[config.mk]
export PLATFORM = sky130hd
export DESIGN_NAME = mdio_master
export DESIGN_NICKNAME = d
export VERILOG_FILES = /design/src/rtl/mdio_pkg.sv /design/src/rtl/mdio_clkgen.sv /design/src/rtl/mdio_frame_engine.sv /design/src/rtl/mdio_local_regs.sv /design/src/rtl/mdio_master.sv
export SDC_FILE = /design/constraint.sdc
export NUM_CORES = 1
export LEC_CHECK = 0
export ABC_AREA = 1
export BUFFER_PORTS_ARGS = -buffer_cell sky130_fd_sc_hd__clkbuf_2
export CAP_MARGIN = 20
export CORE_MARGIN = 1
export CORE_UTILIZATION = 50
export CTS_CLUSTER_DIAMETER = 80
export CTS_CLUSTER_SIZE = 20
export DETAILED_ROUTE_END_ITERATION = 8
export HOLD_SLACK_MARGIN = 0.15
export PLACE_DENSITY_LB_ADDON = 0.25
export SLEW_MARGIN = 5
export SYNTH_ARGS = -nofsm -noshare
export SYNTH_HDL_FRONTEND = slang
export SYNTH_SLANG_ARGS = --single-unit
[constraint.sdc]
create_clock -name clk -period 3.7 [get_ports clk]
set_input_delay 0.74 -clock clk [delete_from_list [all_inputs] [get_ports clk]]
set_output_delay 0.74 -clock clk [all_outputs]
set_load 0.05 [all_outputs]
[src/rtl/mdio_pkg.sv]
package mdio_pkg;
   localparam int DATA_W        = 16;
   localparam int REG_W         = 5;
   localparam int RD_HDR_BITS   = 16;
   localparam int WR_FRAME_BITS = 32;
   localparam int RD_REL_BITS   = 19;
   localparam int WR_REL_BITS   = 2;
   localparam int NSLOT         = 5;

   typedef enum logic [1:0] {
      ST_IDLE,
      ST_PRE,
      ST_DRV,
      ST_REL
   } eng_state_t;

   // register numbers backed by local storage, slot order
   function automatic logic [REG_W-1:0] slot_addr(input int s);
      case (s)
         0:       return 5'd0;
         1:       return 5'd1;
         2:       return 5'd4;
         3:       return 5'd5;
         default: return 5'd6;
      endcase
   endfunction
endpackage

[src/rtl/mdio_clkgen.sv]
module mdio_clkgen #(
   parameter int DIV_HALF = 10
) (
   input  logic clk,
   input  logic rst_n,
   input  logic run,
   output logic mdc,
   output logic rise,
   output logic bit_end
);
   localparam int CW = (DIV_HALF > 1) ? $clog2(DIV_HALF) : 1;
   localparam logic [CW-1:0] LAST = CW'(DIV_HALF - 1);

   logic [CW-1:0] cnt;
   logic          at_last;

   assign at_last = (cnt == LAST);
   assign rise    = run && !mdc && at_last;
   assign bit_end = run &&  mdc && at_last;

   always_ff @(posedge clk or negedge rst_n) begin
      if (!rst_n) begin
         cnt <= '0;
         mdc <= 1'b0;
      end else if (!run) begin
         cnt <= '0;
         mdc <= 1'b0;
      end else if (at_last) begin
         cnt <= '0;
         mdc <= ~mdc;
      end else begin
         cnt <= cnt + 1'b1;
      end
   end

   a_r7_count_range: assert property (@(posedge clk) disable iff (!rst_n)
      int'(cnt) < DIV_HALF);
   a_r7_idle_low: assert property (@(posedge clk) disable iff (!rst_n)
      !run |=> !mdc);
endmodule

[src/rtl/mdio_frame_engine.sv]
module mdio_frame_engine
   import mdio_pkg::*;
#(
   parameter int PRE_LEN = 32
) (
   input  logic              clk,
   input  logic              rst_n,
   input  logic              start,
   input  logic              wr,
   input  logic [REG_W-1:0]  phy,
   input  logic [REG_W-1:0]  regad,
   input  logic [DATA_W-1:0] wdata,
   input  logic              mdio_in,
   input  logic              mdc,
   input  logic              rise,
   input  logic              bit_end,
   output logic              run,
   output logic              mdio_out,
   output logic              mdio_oe,
   output logic              busy,
   output logic              done,
   output logic              fin,
   output logic              fin_rd,
   output logic [DATA_W-1:0] fin_data
);
   localparam int CMAX = (PRE_LEN > WR_FRAME_BITS) ? PRE_LEN : WR_FRAME_BITS;
   localparam int BCW  = $clog2(CMAX + 1);
   localparam logic [BCW-1:0] PRE_LAST = BCW'(PRE_LEN - 1);
   localparam logic [BCW-1:0] RD_DRV_LAST = BCW'(RD_HDR_BITS - 1);
   localparam logic [BCW-1:0] WR_DRV_LAST = BCW'(WR_FRAME_BITS - 1);
   localparam logic [BCW-1:0] RD_REL_LAST = BCW'(RD_REL_BITS - 1);
   localparam logic [BCW-1:0] WR_REL_LAST = BCW'(WR_REL_BITS - 1);

   eng_state_t                 state;
   logic [BCW-1:0]             cnt;
   logic [WR_FRAME_BITS-1:0]   sh;
   logic [RD_REL_BITS-1:0]     acc;
   logic                       is_wr;
   logic [BCW-1:0]             drv_last;
   logic [BCW-1:0]             rel_last;
   logic [WR_FRAME_BITS-1:0]   load_frame;

   assign drv_last = is_wr ? WR_DRV_LAST : RD_DRV_LAST;
   assign rel_last = is_wr ? WR_REL_LAST : RD_REL_LAST;
   assign run      = (state != ST_IDLE);
   assign busy     = (state != ST_IDLE);
   assign fin      = (state == ST_REL) && bit_end && (cnt == rel_last);
   assign fin_rd   = !is_wr;
   assign fin_data = DATA_W'(acc >> 1);

   always_comb begin
      if (wr)
         load_frame = {2'b01, 2'b01, phy, regad, 2'b10, wdata};
      else
         load_frame = {2'b11, 2'b01, 2'b10, phy, regad, {DATA_W{1'b0}}};
   end

   always_ff @(posedge clk or negedge rst_n) begin
      if (!rst_n) begin
         state    <= ST_IDLE;
         cnt      <= '0;
         sh       <= '0;
         acc      <= '0;
         is_wr    <= 1'b0;
         mdio_out <= 1'b0;
         mdio_oe  <= 1'b0;
         done     <= 1'b0;
      end else begin
         done <= 1'b0;
         unique case (state)
            ST_IDLE: begin
               if (start) begin
                  state    <= ST_PRE;
                  cnt      <= '0;
                  is_wr    <= wr;
                  sh       <= load_frame;
                  acc      <= '0;
                  mdio_out <= 1'b1;
                  mdio_oe  <= 1'b1;
               end
            end
            ST_PRE: begin
               if (bit_end) begin
                  if (cnt == PRE_LAST) begin
                     state    <= ST_DRV;
                     cnt      <= '0;
                     mdio_out <= sh[WR_FRAME_BITS-1];
                     sh       <= sh << 1;
                  end else begin
                     cnt <= cnt + 1'b1;
                  end
               end
            end
            ST_DRV: begin
               if (bit_end) begin
                  if (cnt == drv_last) begin
                     state    <= ST_REL;
                     cnt      <= '0;
                     mdio_out <= 1'b0;
                     mdio_oe  <= 1'b0;
                  end else begin
                     cnt      <= cnt + 1'b1;
                     mdio_out <= sh[WR_FRAME_BITS-1];
                     sh       <= sh << 1;
                  end
               end
            end
            ST_REL: begin
               if (rise)
                  acc <= {acc[RD_REL_BITS-2:0], mdio_in};
               if (bit_end) begin
                  if (cnt == rel_last) begin
                     state <= ST_IDLE;
                     cnt   <= '0;
                     done  <= 1'b1;
                  end else begin
                     cnt <= cnt + 1'b1;
                  end
               end
            end
            default: state <= ST_IDLE;
         endcase
      end
   end

   a_r2_preamble_high: assert property (@(posedge clk) disable iff (!rst_n)
      (state == ST_PRE) |-> (mdio_out && mdio_oe));
   a_r8_stable_while_high: assert property (@(posedge clk) disable iff (!rst_n)
      (mdc && $past(mdc)) |-> ($stable(mdio_out) && $stable(mdio_oe)));
   a_r4_released_on_sample: assert property (@(posedge clk) disable iff (!rst_n)
      (rise && state == ST_REL) |-> !mdio_oe);
   a_r9_done_idle: assert property (@(posedge clk) disable iff (!rst_n)
      done |-> !busy);
endmodule

[src/rtl/mdio_local_regs.sv]
module mdio_local_regs
   import mdio_pkg::*;
#(
   parameter logic [DATA_W-1:0] CTRL_RST = 16'h1000,
   parameter logic [DATA_W-1:0] STAT_RST = 16'h7809,
   parameter logic [DATA_W-1:0] ADV_RST  = 16'h01E1,
   parameter logic [DATA_W-1:0] LPA_RST  = 16'h0000,
   parameter logic [DATA_W-1:0] EXP_RST  = 16'h0000
) (
   input  logic              clk,
   input  logic              rst_n,
   input  logic              we,
   input  logic [REG_W-1:0]  addr,
   input  logic [DATA_W-1:0] wdata,
   output logic [DATA_W-1:0] rdata
);
   localparam logic [NSLOT-1:0][DATA_W-1:0] RST =
      {EXP_RST, LPA_RST, ADV_RST, STAT_RST, CTRL_RST};

   logic [DATA_W-1:0] q [NSLOT];
   logic [NSLOT-1:0]  hit;

   for (genvar s = 0; s < NSLOT; s++) begin : g_slot
      assign hit[s] = (addr == slot_addr(s));
      always_ff @(posedge clk or negedge rst_n) begin
         if (!rst_n)
            q[s] <= RST[s];
         else if (we && hit[s])
            q[s] <= wdata;
      end
   end

   always_comb begin
      rdata = '0;
      for (int s = 0; s < NSLOT; s++)
         if (hit[s]) rdata = q[s];
   end

   a_r11_single_slot: assert property (@(posedge clk) disable iff (!rst_n)
      $onehot0(hit));
endmodule

[src/rtl/mdio_master.sv]
module mdio_master
   import mdio_pkg::*;
#(
   parameter longint CLK_HZ      = 50_000_000,
   parameter longint MDC_MAX_HZ  = 2_500_000,
   parameter int     DIV_HALF    = 10,
   parameter int     PRE_LEN     = 32,
   parameter bit     LOCAL_EN    = 1'b1,
   parameter int     PHY_W       = 6,
   parameter logic [15:0] CTRL_RST = 16'h1000,
   parameter logic [15:0] STAT_RST = 16'h7809,
   parameter logic [15:0] ADV_RST  = 16'h01E1,
   parameter logic [15:0] LPA_RST  = 16'h0000,
   parameter logic [15:0] EXP_RST  = 16'h0000
) (
   input  logic             clk,
   input  logic             rst_n,
   input  logic             req_valid,
   input  logic             req_write,
   input  logic [PHY_W-1:0] req_phy,
   input  logic [4:0]       req_reg,
   input  logic [15:0]      req_wdata,
   output logic             busy,
   output logic             done,
   output logic [15:0]      rdata,
   output logic             mdc,
   output logic             mdio_out,
   output logic             mdio_oe,
   input  logic             mdio_in
);
   if (PRE_LEN < 32) begin : g_chk_pre
      $error("preamble shorter than 32 bits");
   end
   if (DIV_HALF < 1) begin : g_chk_div
      $error("divider must be at least 1");
   end
   if (CLK_HZ > MDC_MAX_HZ * 2 * longint'(DIV_HALF)) begin : g_chk_rate
      $error("management clock above 2.5 MHz");
   end
   if (PHY_W < 5) begin : g_chk_phy
      $error("PHY address narrower than 5 bits");
   end

   logic              run, rise, bit_end;
   logic              loc_sel, acc_loc, acc_ser;
   logic              eng_done, loc_done;
   logic              fin, fin_rd;
   logic [DATA_W-1:0] fin_data, loc_q;
   logic [DATA_W-1:0] rdata_r;

   if (LOCAL_EN && PHY_W > 5) begin : g_local
      assign loc_sel = (req_phy > PHY_W'(31));
      mdio_local_regs #(
         .CTRL_RST (CTRL_RST),
         .STAT_RST (STAT_RST),
         .ADV_RST  (ADV_RST),
         .LPA_RST  (LPA_RST),
         .EXP_RST  (EXP_RST)
      ) u_regs (
         .clk   (clk),
         .rst_n (rst_n),
         .we    (acc_loc && req_write),
         .addr  (req_reg),
         .wdata (req_wdata),
         .rdata (loc_q)
      );
   end else begin : g_nolocal
      assign loc_sel = 1'b0;
      assign loc_q   = '0;
   end

   assign acc_loc = req_valid && !busy && loc_sel;
   assign acc_ser = req_valid && !busy && !loc_sel;

   mdio_clkgen #(.DIV_HALF(DIV_HALF)) u_clk (
      .clk     (clk),
      .rst_n   (rst_n),
      .run     (run),
      .mdc     (mdc),
      .rise    (rise),
      .bit_end (bit_end)
   );

   mdio_frame_engine #(.PRE_LEN(PRE_LEN)) u_eng (
      .clk      (clk),
      .rst_n    (rst_n),
      .start    (acc_ser),
      .wr       (req_write),
      .phy      (req_phy[4:0]),
      .regad    (req_reg),
      .wdata    (req_wdata),
      .mdio_in  (mdio_in),
      .mdc      (mdc),
      .rise     (rise),
      .bit_end  (bit_end),
      .run      (run),
      .mdio_out (mdio_out),
      .mdio_oe  (mdio_oe),
      .busy     (busy),
      .done     (eng_done),
      .fin      (fin),
      .fin_rd   (fin_rd),
      .fin_data (fin_data)
   );

   always_ff @(posedge clk or negedge rst_n) begin
      if (!rst_n) begin
         loc_done <= 1'b0;
         rdata_r  <= '0;
      end else begin
         loc_done <= acc_loc;
         if (fin && fin_rd)
            rdata_r <= fin_data;
         else if (acc_loc && !req_write)
            rdata_r <= loc_q;
      end
   end

   assign done  = eng_done | loc_done;
   assign rdata = rdata_r;

   a_r9_one_source: assert property (@(posedge clk) disable iff (!rst_n)
      !(eng_done && loc_done));
   a_r10_local_quiet: assert property (@(posedge clk) disable iff (!rst_n)
      loc_done |-> (!mdc && !mdio_oe));
   a_r9_busy_holds: assert property (@(posedge clk) disable iff (!rst_n)
      (busy && !fin) |=> busy);
endmodule

; Yosys cells after proc, flatten, opt, wreduce, memory -nomap -nowiden
; Cells that the tools add are included.
; Widths: inputs -> output; s select.
[totals]
reg_bits = 163
latchBits = 0
mem_bits_rw = 0
rom_bits = 0
in_bits = 32
n_memories = 0
[op_classes]
addsub = 2
n_mul = 0
div = 0
n_lt_le_gt_ge = 1
eq_ne = 21
shift = 0
mux = 51
n_bitwise = 2
n_reduce_logical = 36
[ops]
columns = operator, n
row1 = $mux 32, 6
row2 = $mux 16, 7
row3 = $pmux 32 s3, 1
row4 = $mux 6, 7
row5 = $mux 17, 2
row6 = $pmux 17 s2, 1
row7 = $pmux 6 s4, 1
row8 = $logic_and 1x1->1, 17
row9 = $eq 5x3->1 const B, 3
row10 = $mux 2, 7
row11 = $eq 6x6->1, 2
row12 = $mux 1, 12
row13 = $mux 5, 2
row14 = $ne 2x1->1 const B, 5
row15 = $ne 2x2->1 const B, 5
row16 = $mux 4, 2
row17 = $pmux 2 s4, 1
row18 = $reduce_and 4->1, 2
row19 = $reduce_bool 2->1, 4
row20 = $reduce_and 7->1, 1
row21 = $add 6x1->6 const B, 1
row22 = $eq 6x5->1 const B, 1
row23 = $gt 6x5->1 const B, 1
row24 = $reduce_and 6->1, 1
row25 = other kinds (16), 21

; Longest topological paths before layout
; Gate-level depths: netlist of run 1.
[depth]
ltp_word = 8
depth_mapped = 13
mapped_depth_nobuf = 13

; By module
; From an unflattened synthesis of run 1, not the netlist that was laid out.
[hier_totals]
hier_cells = 993
area_unflattened_um2 = 8261.7
[modules_own_cells]
columns = mod, n_inst, cells_each, area_per_inst_um2, seq_area_each_um2
row1 = mdio_local_regs, 1, 444, 3782.4, 2016.9
row2 = mdio_frame_engine, 1, 388, 3244.4, 1526.5
row3 = mdio_master, 1, 133, 979.7, 425.4
row4 = mdio_clkgen, 1, 28, 255.2, 125.1

; Worst setup path after synthesis of run 1
; Ideal clock, no wire load.
[synth_timing]
kind = register to register
startpoint = reg u_eng.state[0]
endpoint = reg u_eng.state[1]
setup_ps = 118
arrival_time_ps = 1884
required_ps = 3582
slack_ps = 1698
path_stages_with_launch = 13
n_path_buf = 0
synth_period_minus_slack_ps = 2002
cell_sequence = dfrtp_1 inv_1 ha_1 inv_2 nand2_1 nor2_1 inv_2 nand2_2 nand2_2 inv_2 nand3_1 nand2_1 nand2_1
[synth_via]
elab_chain_cells = 6
word_cells_on_any_way = 19
[synth_lines]
columns = item, line
row1 = "start, declared", mdio_frame_engine.sv:34  ; eng_state_t state;
row2 = "start signal, assigned", mdio_frame_engine.sv:60  ; state <= ST_IDLE;
row3 = "start signal, assigned", mdio_frame_engine.sv:73  ; state <= ST_PRE;
row4 = "start signal, assigned", mdio_frame_engine.sv:85  ; state <= ST_DRV;
row5 = $reduce_bool 2->1 (*), mdio_frame_engine.sv:46  ; assign busy = (state != ST_IDLE);
row6 = net busy, mdio_master.sv:23  ; output logic busy,
row7 = $logic_not 1->1, n/a
row8 = $logic_and 1x1->1 (2 in a row), mdio_master.sv:73  ; assign acc_ser = req_valid && !busy && !loc_sel;
row9 = $ne 2x2->1 (no source line), n/a
row10 = $reduce_and 7->1 (no source line) (*), n/a
; The timed path passes the listed nets; every way through them passes the cells marked *.
; A chain may end at the register's enable or synchronous reset.

; Final worst setup path of run 1
[layout_timing]
startpoint = reg u_eng.state[0]
endpoint = reg g_local.u_regs.q[0] (netlist bit)
[layout_via]
elab_chain_cells = 6
[layout_lines]
columns = item, line
row1 = $reduce_bool 2->1, mdio_frame_engine.sv:46
row2 = $logic_not 1->1, n/a
row3 = $logic_and 1x1->1 (2 in a row), mdio_master.sv:72  ; assign acc_loc = req_valid && !busy && loc_sel;
row4 = $logic_and 1x1->1, mdio_master.sv:62  ; .we (acc_loc && req_write),
row5 = $logic_and 1x1->1, mdio_local_regs.sv:28  ; else if (we && hit[s])
row6 = "end signal, assigned by index", mdio_local_regs.sv:27  ; q[s] <= RST[s];
row7 = "end signal, assigned by index", mdio_local_regs.sv:29  ; q[s] <= wdata;
row8 = "end, declared", mdio_local_regs.sv:20  ; logic [DATA_W-1:0] q [NSLOT];
; No other way between the ends.

==> results of run 1 <==
[stage by stage]
step | total power [uW] | hold slack, ps
final | 5700 | 352
after global routing | 6060 | 424
after CTS | 5750 | 392
after detailed placement | 3970 | 465
after global placement | 3940 | 461
after floorplan | 3570 | 444
[flip-flops by register name, summed over array words and instances (netlist names), 2 cells and up]
signal,count
g_local.u_regs.q,80
u_eng.sh,32
u_eng.acc,17
rdata,16
u_eng.cnt,6
u_clk.cnt,4
u_eng.state,2
[final timing paths]
kind	to	cells past startpoint	slack [ps]
setup / recovery	g_local.u_regs.q[0]	7	1170
hold / removal	g_local.u_regs.q[41]	1	350
setup reg to reg	g_local.u_regs.q[0]	7	1170
hold reg to reg	rdata[9]	2	480
max in group asynchronous	g_local.u_regs.q[76]	2	2560
min in group clk	rdata[9]	2	480
[area by class of cell]
cell class / count / area (um2)
multi-input combinational: 632 / 3020
clock inverter: 8 / 98.8
inverter: 85 / 319
clock buffer: 24 / 492
fill: 1350 / 6090
sequential: 163 / 4090
timing repair buffer: 62 / 354
tap: 184 / 230
[cell families (layout without fill, tap and decap cells)]
kind of cell | count (synthesis) | count (layout) | synth area share [%]
DFF | 163 | 163 | 53.7
xor gates and xnor gates | 2 | 2 | 0.230
buffers and inverters | 127 | 179 | 6.65
and+or+nand+nor | 443 | 443 | 25.0
AOI/OAI and AO/OA | 179 | 179 | 13.1
adders and majority gates | 8 | 8 | 1.31
[metal layers]
layer / GRT usage, % / vias to the layer above / share of wire [%]
met5: 0 / - / 0
met3: 4.45 / 20 / 4.6
li1: - / 3099 / -
met4: 7.89 / 0 / 1.5
met1: 34.9 / 2939 / 50
met2: 35.3 / 133 / 44
[synth_stat cells]
| library cell | instances |
|---|---|
| dfstp_2 | 12 |
| nor3b_1 | 1 |
| nor2_4 | 4 |
| inv_1 | 78 |
| clkbuf_1 | 24 |
| dfrtp_1 | 151 |
| nand2_1 | 261 |
| o21ai_2 | 1 |
| nand3b_4 | 1 |
| buf_2 | 15 |
| nor3_1 | 5 |
| or2_2 | 1 |
| nor2_2 | 5 |
| nand3_2 | 2 |
| o21bai_1 | 17 |
| buf_4 | 1 |
| ha_1 | 8 |
| buf_1 | 1 |
| o21ai_0 | 77 |
| xnor2_1 | 1 |
| nand2_2 | 2 |
| o22ai_1 | 19 |
| nand3_1 | 82 |
| inv_2 | 7 |
| o21ai_1 | 37 |
| nor3_4 | 1 |
| nor2_1 | 63 |
| buf_6 | 1 |
| nor3_2 | 1 |
| o221ai_1 | 8 |
| o211ai_1 | 1 |
| a21oi_1 | 19 |
| nand4_1 | 14 |
| xor2_1 | 1 |
[power breakdown]
group	internal (uW)	switching, uW	total [uW]	leakage, uW
Combinational	483	1180	1660	0.00176
Clock	1060	693	1760	0.000287
Sequential	2100	179	2280	0.00217
[layout by cell type, fill, tap and decap left out, types with 9 or more instances in the layout]
cell type	count
o21ai_1	37
nand4_1	14
nand2_1	261
clkbuf_2	51
o22ai_1	19
buf_4	9
inv_1	78
o21bai_1	17
nand3_1	82
a21oi_1	19
nor2_1	63
o21ai_0	77
clkbuf_16	17
dfrtp_1	151
dfstp_2	12
[worst max-delay path, stage by stage (launching register included)]
cell     delay, ps
dfrtp_1        430
inv_1          100
ha_1           360
nand3_1        230
nor2_2         300
nand2_1        620
nand2_1        220
o21ai_0        100
==> metrics.csv, run 1 <==
stage,metric,value,unit
placement,gp_congestion,0.833,
critical_path,critPathLaunch,u_eng.state[0],
critical_path,critPathArrivalTime,2800,ps
route,routed_wl,17400,um
global_route,antenna_found_initial,0,
global_route,overflow,0,
layout,utilization,58.6,%
placement,place_area,8020,um2
clock_tree,clk_pin_slew_worst_paths,60,ps
clock_tree,postCtsSetupBuffers,0,
floorplanning,die_h,125,um
floorplanning,initial_utilization,51.9,%
global_route,grt_max_degree,82,
floorplanning,die-area,15700,um2
layout,drive_above_1_share,13.1,%
worst_hold_path,hp-class,primary input to asynchronous set/reset pin,
logic_synthesis,synth_warnings,0,
logic_synthesis,seq_area_frac_synth,53.7,%
critical_path,cp.required,3970,ps
sta,post-route-period-util,68.4,%
placement,placedCellCount,1126,
critical_path,critPathMaxFanout,32,
route,dr.pass1.iters,7,
route,drtIter0Drc,465,
floorplanning,io_pins,53,
layout,post-route-cell-area,8610,um2
clock_tree,ctsHoldBuffers,0,
route,routedWlPerCell,15.0,um
global_route,grt_pass1_wl,29400,um
placement,place_hpwl,11900,um
logic_synthesis,synth_area_leaders,"dfrtp_1, nand2_1, nand3_1",
critical_path,worstSetupEndpointType,flop,
placement,port_buffers,52,
layout,stdcell_count,1158,
pwr,p_leak,0.00422,uW
global_route,grt_use_total,23.7,%
floorplanning,coreArea,14700,um2
clock_tree,clock_latency,420,ps
route,drc,4,
outcome,violations,design-rule violations,
layout,area_delta_synth_final,12.9,%
placement,dp_slack,817,ps
layout,diodes,0,
sta,fin_crit,2530,ps
outcome,outcome,"finished, violations left",
route,ant_nets,0,
layout,layout.nets,1001,
clock_tree,cts_tree,done,
logic_synthesis,syn-num-nets,962,
sta,fin_ws,1170,ps
logic_synthesis,synth_area_leader_cell,dfrtp_1,
logic_synthesis,netlist_area,7620,um2
sta,drv_slew,0,
pwr,pwr_density_cell,662,nW/um2
sta,rsz0062_at_grt,no,
route,num_vias,6191,
critical_path,start_kind,flop,
sta,slew_headroom,36.3,%
sta,setup_viol,0,
clock_tree,cts.sinks,163,
clock_tree,ctsRootBufferMaster,clkbuf_16,
floorplanning,die_width,125,um
logic_synthesis,synth_top_area_share,49.6,%
sta,finalSetupTns,0,ps
sta,fmax,395,MHz
floorplanning,row_count,44,
logic_synthesis,ys_ff_latch,163,
logic_synthesis,avgSynthCellArea,8.27,um2
pwr,vdd_drop_max,0.000312,V
logic_synthesis,synth_cell_types,34,
global_route,grt_pass1_vias,5792,
run,cap_viol_max_count,0,
clock_tree,cts_max_path_buffers,2,
sta,worstMarginPinSlew,953,ps
critical_path,critical_path_class,flop to flop,
sta,finalClockSkew,5.50,ps
sta,hold_viol_final,0,
logic_synthesis,synthCells,922,
clock_tree,cts_made_buffers,17,
critical_path,reg2reg_from,u_eng.state[0],
clock_tree,htree_levels,4,
clock_tree,cts-resized-gates,0,
route,vias_per_cell,5.35,
No activity file was read; power rests on OpenSTA's default activity.
==> inputs of run 2 (changes only) <==
==> constraint.sdc (replaced) <==
create_clock -name clk -period 2.3 [get_ports clk]
set_input_delay 0.46 -clock clk [delete_from_list [all_inputs] [get_ports clk]]
set_output_delay 0.46 -clock clk [all_outputs]
set_load 0.05 [all_outputs]
==> run 2 against run 1 <==
The flow still finishes with violations (design-rule violations). Sequential cell count is the same. Wire length increased by 6.4%. Register-to-register slack got worse by 940 ps. Final cell count up 1.6%. Non-clock buffer count increased by 18. Count of clock-buffer cells in the layout stayed put. Combinational power rose by 73%. Setup slack got worse by 940 ps. Via count increased by 2.9%. Critical endpoint is now rdata[14]. Largest power group unchanged.
==> metrics.csv, run 2 (synthesis results as in run 1) <==
stage,metric,value,unit
global_route,grt_max_degree,56,
floorplanning,die_h,125,um
placement,dp_slack,122,ps
global_route,busiest_layer,met2,
clock_tree,cts.sinks,163,
route,ant_nets,0,
placement,place_hpwl,12300,um
floorplanning,row_count,44,
global_route,grtUsageMet3,4.32,%
layout,top_regs,"g_local.u_regs.q x80, u_eng.sh x32, u_eng.acc x17",
critical_path,worstSetupEndpointType,flop,
critical_path,reg2reg_depth,11,
clock_tree,ctsRootBufferMaster,clkbuf_16,
route,vias_per_cell,5.41,
layout,layout.nets,1020,
route,routedWlPerCell,15.7,um
sta,drv_slew,0,
global_route,antenna_found_initial,0,
pwr,vdd_drop_max,0.000561,V
floorplanning,die_width,125,um
sta,finalSetupTns,0,ps
floorplanning,coreArea,14700,um2
global_route,use_met2,38.0,%
route,drtIter0Drc,709,
global_route,grt_pass1_vias,5914,
worst_hold_path,hp-class,primary input to flop,
clock_tree,cts_max_path_buffers,2,
floorplanning,initial_utilization,51.9,%
worst_hold_path,hold_end,u_eng.acc[0],
critical_path,timing.rr.end,rdata[14],
layout,layout_commonest_cell,nand2_1,
layout,largest_reg_flops,80,
layout,drive_above_1_share,15.4,%
sta,slew_headroom,54.7,%
outcome,violations,design-rule violations,
pwr,pwr_density_cell,1070,nW/um2
sta,setup_viol,0,
critical_path,cp.required,2620,ps
sta,fin_ws,230,ps
critical_path,critical_path_class,flop to flop,
route,drc,4,
layout,diodes,0,
outcome,outcome,"finished, violations left",
route,routed_wl,18500,um
clock_tree,htree_levels,4,
run,cap_viol_max_count,0,
critical_path,r2r_slack,230,ps
clock_tree,clock_latency,430,ps
placement,gp_congestion,0.880,
floorplanning,io_pins,53,
critical_path,reg2reg_from,u_eng.state[0],
sta,worstMarginPinSlew,679,ps
sta,hold_viol_final,0,
sta,finalClockSkew,9.68,ps
global_route,grt_use_total,25.1,%
sta,rsz0062_at_grt,no,
global_route,overflow,0,
worst_hold_path,hold-path-cell-count,3,
clock_tree,clk_pin_slew_worst_paths,60,ps
floorplanning,die-area,15700,um2
layout,regMostFlops,g_local.u_regs.q,
placement,port_buffers,52,
critical_path,start_kind,flop,
worst_hold_path,hold_path_startpoint,mdio_in,
route,num_vias,6370,
sta,fmax,483,MHz
clock_tree,cts_made_buffers,17,
layout,final_cell_mix,"nand2_1, dfrtp_1, nand3_1",
clock_tree,cts_tree,done,
route,dr.pass1.iters,7,
critical_path,critPathArrivalTime,2390,ps
sta,fin_crit,2070,ps
global_route,grt_pass1_wl,30700,um
global_route,use_met1,36.6,%
pwr,p_leak,0.00434,uW
sta,post-route-period-util,90.0,%
critical_path,critPathMaxFanout,29,
layout,area_delta_synth_final,16.0,%
-- run 2: worst max-delay path: stages (launching register included) --
cell,delay (ps)
dfrtp_1,380
inv_1,80
ha_2,240
inv_2,110
nand2_1,70
nor2_2,170
nand4_1,190
buf_12,220
nand2_2,130
clkinvlp_4,190
nand2_1,110
nand2_1,50
-- run 2: cell type report --
| cell class | count | area, um2 |
|---|---|---|
| timing repair buffer | 80 | 542 |
| timing repair inverter | 1 | 7.51 |
| sequential | 163 | 4090 |
| clock buffer | 24 | 522 |
| clock inverter | 8 | 96.3 |
| inverter | 85 | 323 |
| tap | 184 | 230 |
| multi-input combinational | 632 | 3030 |
| fill | 1298 | 5850 |
-- run 2: power breakdown --
| group | switching, uW | total [uW] | internal (uW) |
|---|---|---|---|
| logic | 1990 | 2880 | 888 |
| clock network | 1120 | 2920 | 1800 |
| registers | 274 | 3650 | 3380 |
-- run 2: what timing repair did --
item	in CTS	in global routing
setup buffers	0	2
gates resized for setup	0	5
hold endpoints to repair	47	0
setup endpoints to repair	0	17
hold buffers	1	0
-- run 2: worst max path at each step --
| stage | startpoint | end | slack, ps | cells after the start |
|---|---|---|---|---|
| floorplan | u_eng.state[0] | u_eng.state[1] | 300 | 12 |
| global placement | u_eng.state[0] | rdata[1] | 220 | 11 |
| detailed placement | u_eng.state[0] | rdata[14] | 120 | 11 |
| CTS | u_eng.state[0] | rdata[13] | 110 | 11 |
| global route | u_eng.state[0] | rdata[11] | 30 | 11 |
| finish | u_eng.state[0] | rdata[14] | 230 | 11 |
-- run 2: per-layer routing --
metal / wire [um] / vias up
li1: - / 3135
met1: 8870 / 3021
met2: 8360 / 189
met3: 989 / 25
met4: 270 / 0
met5: 0 / -
-- run 2: stage by stage --
step | util (%) | power [uW] | std cells | hold WS [ps] | area (um2)
after floorplan | - | 5740 | 922 | 164 | 7620
after global placement | 55.7 | 6470 | 1141 | 463 | 8180
after detailed placement | 55.7 | 6530 | 1141 | 465 | 8180
after CTS | 60.0 | 9460 | 1174 | 289 | 8810
after global routing | 60.2 | 10000 | 1177 | 323 | 8850
final | 60.2 | 9450 | 1177 | 297 | 8850
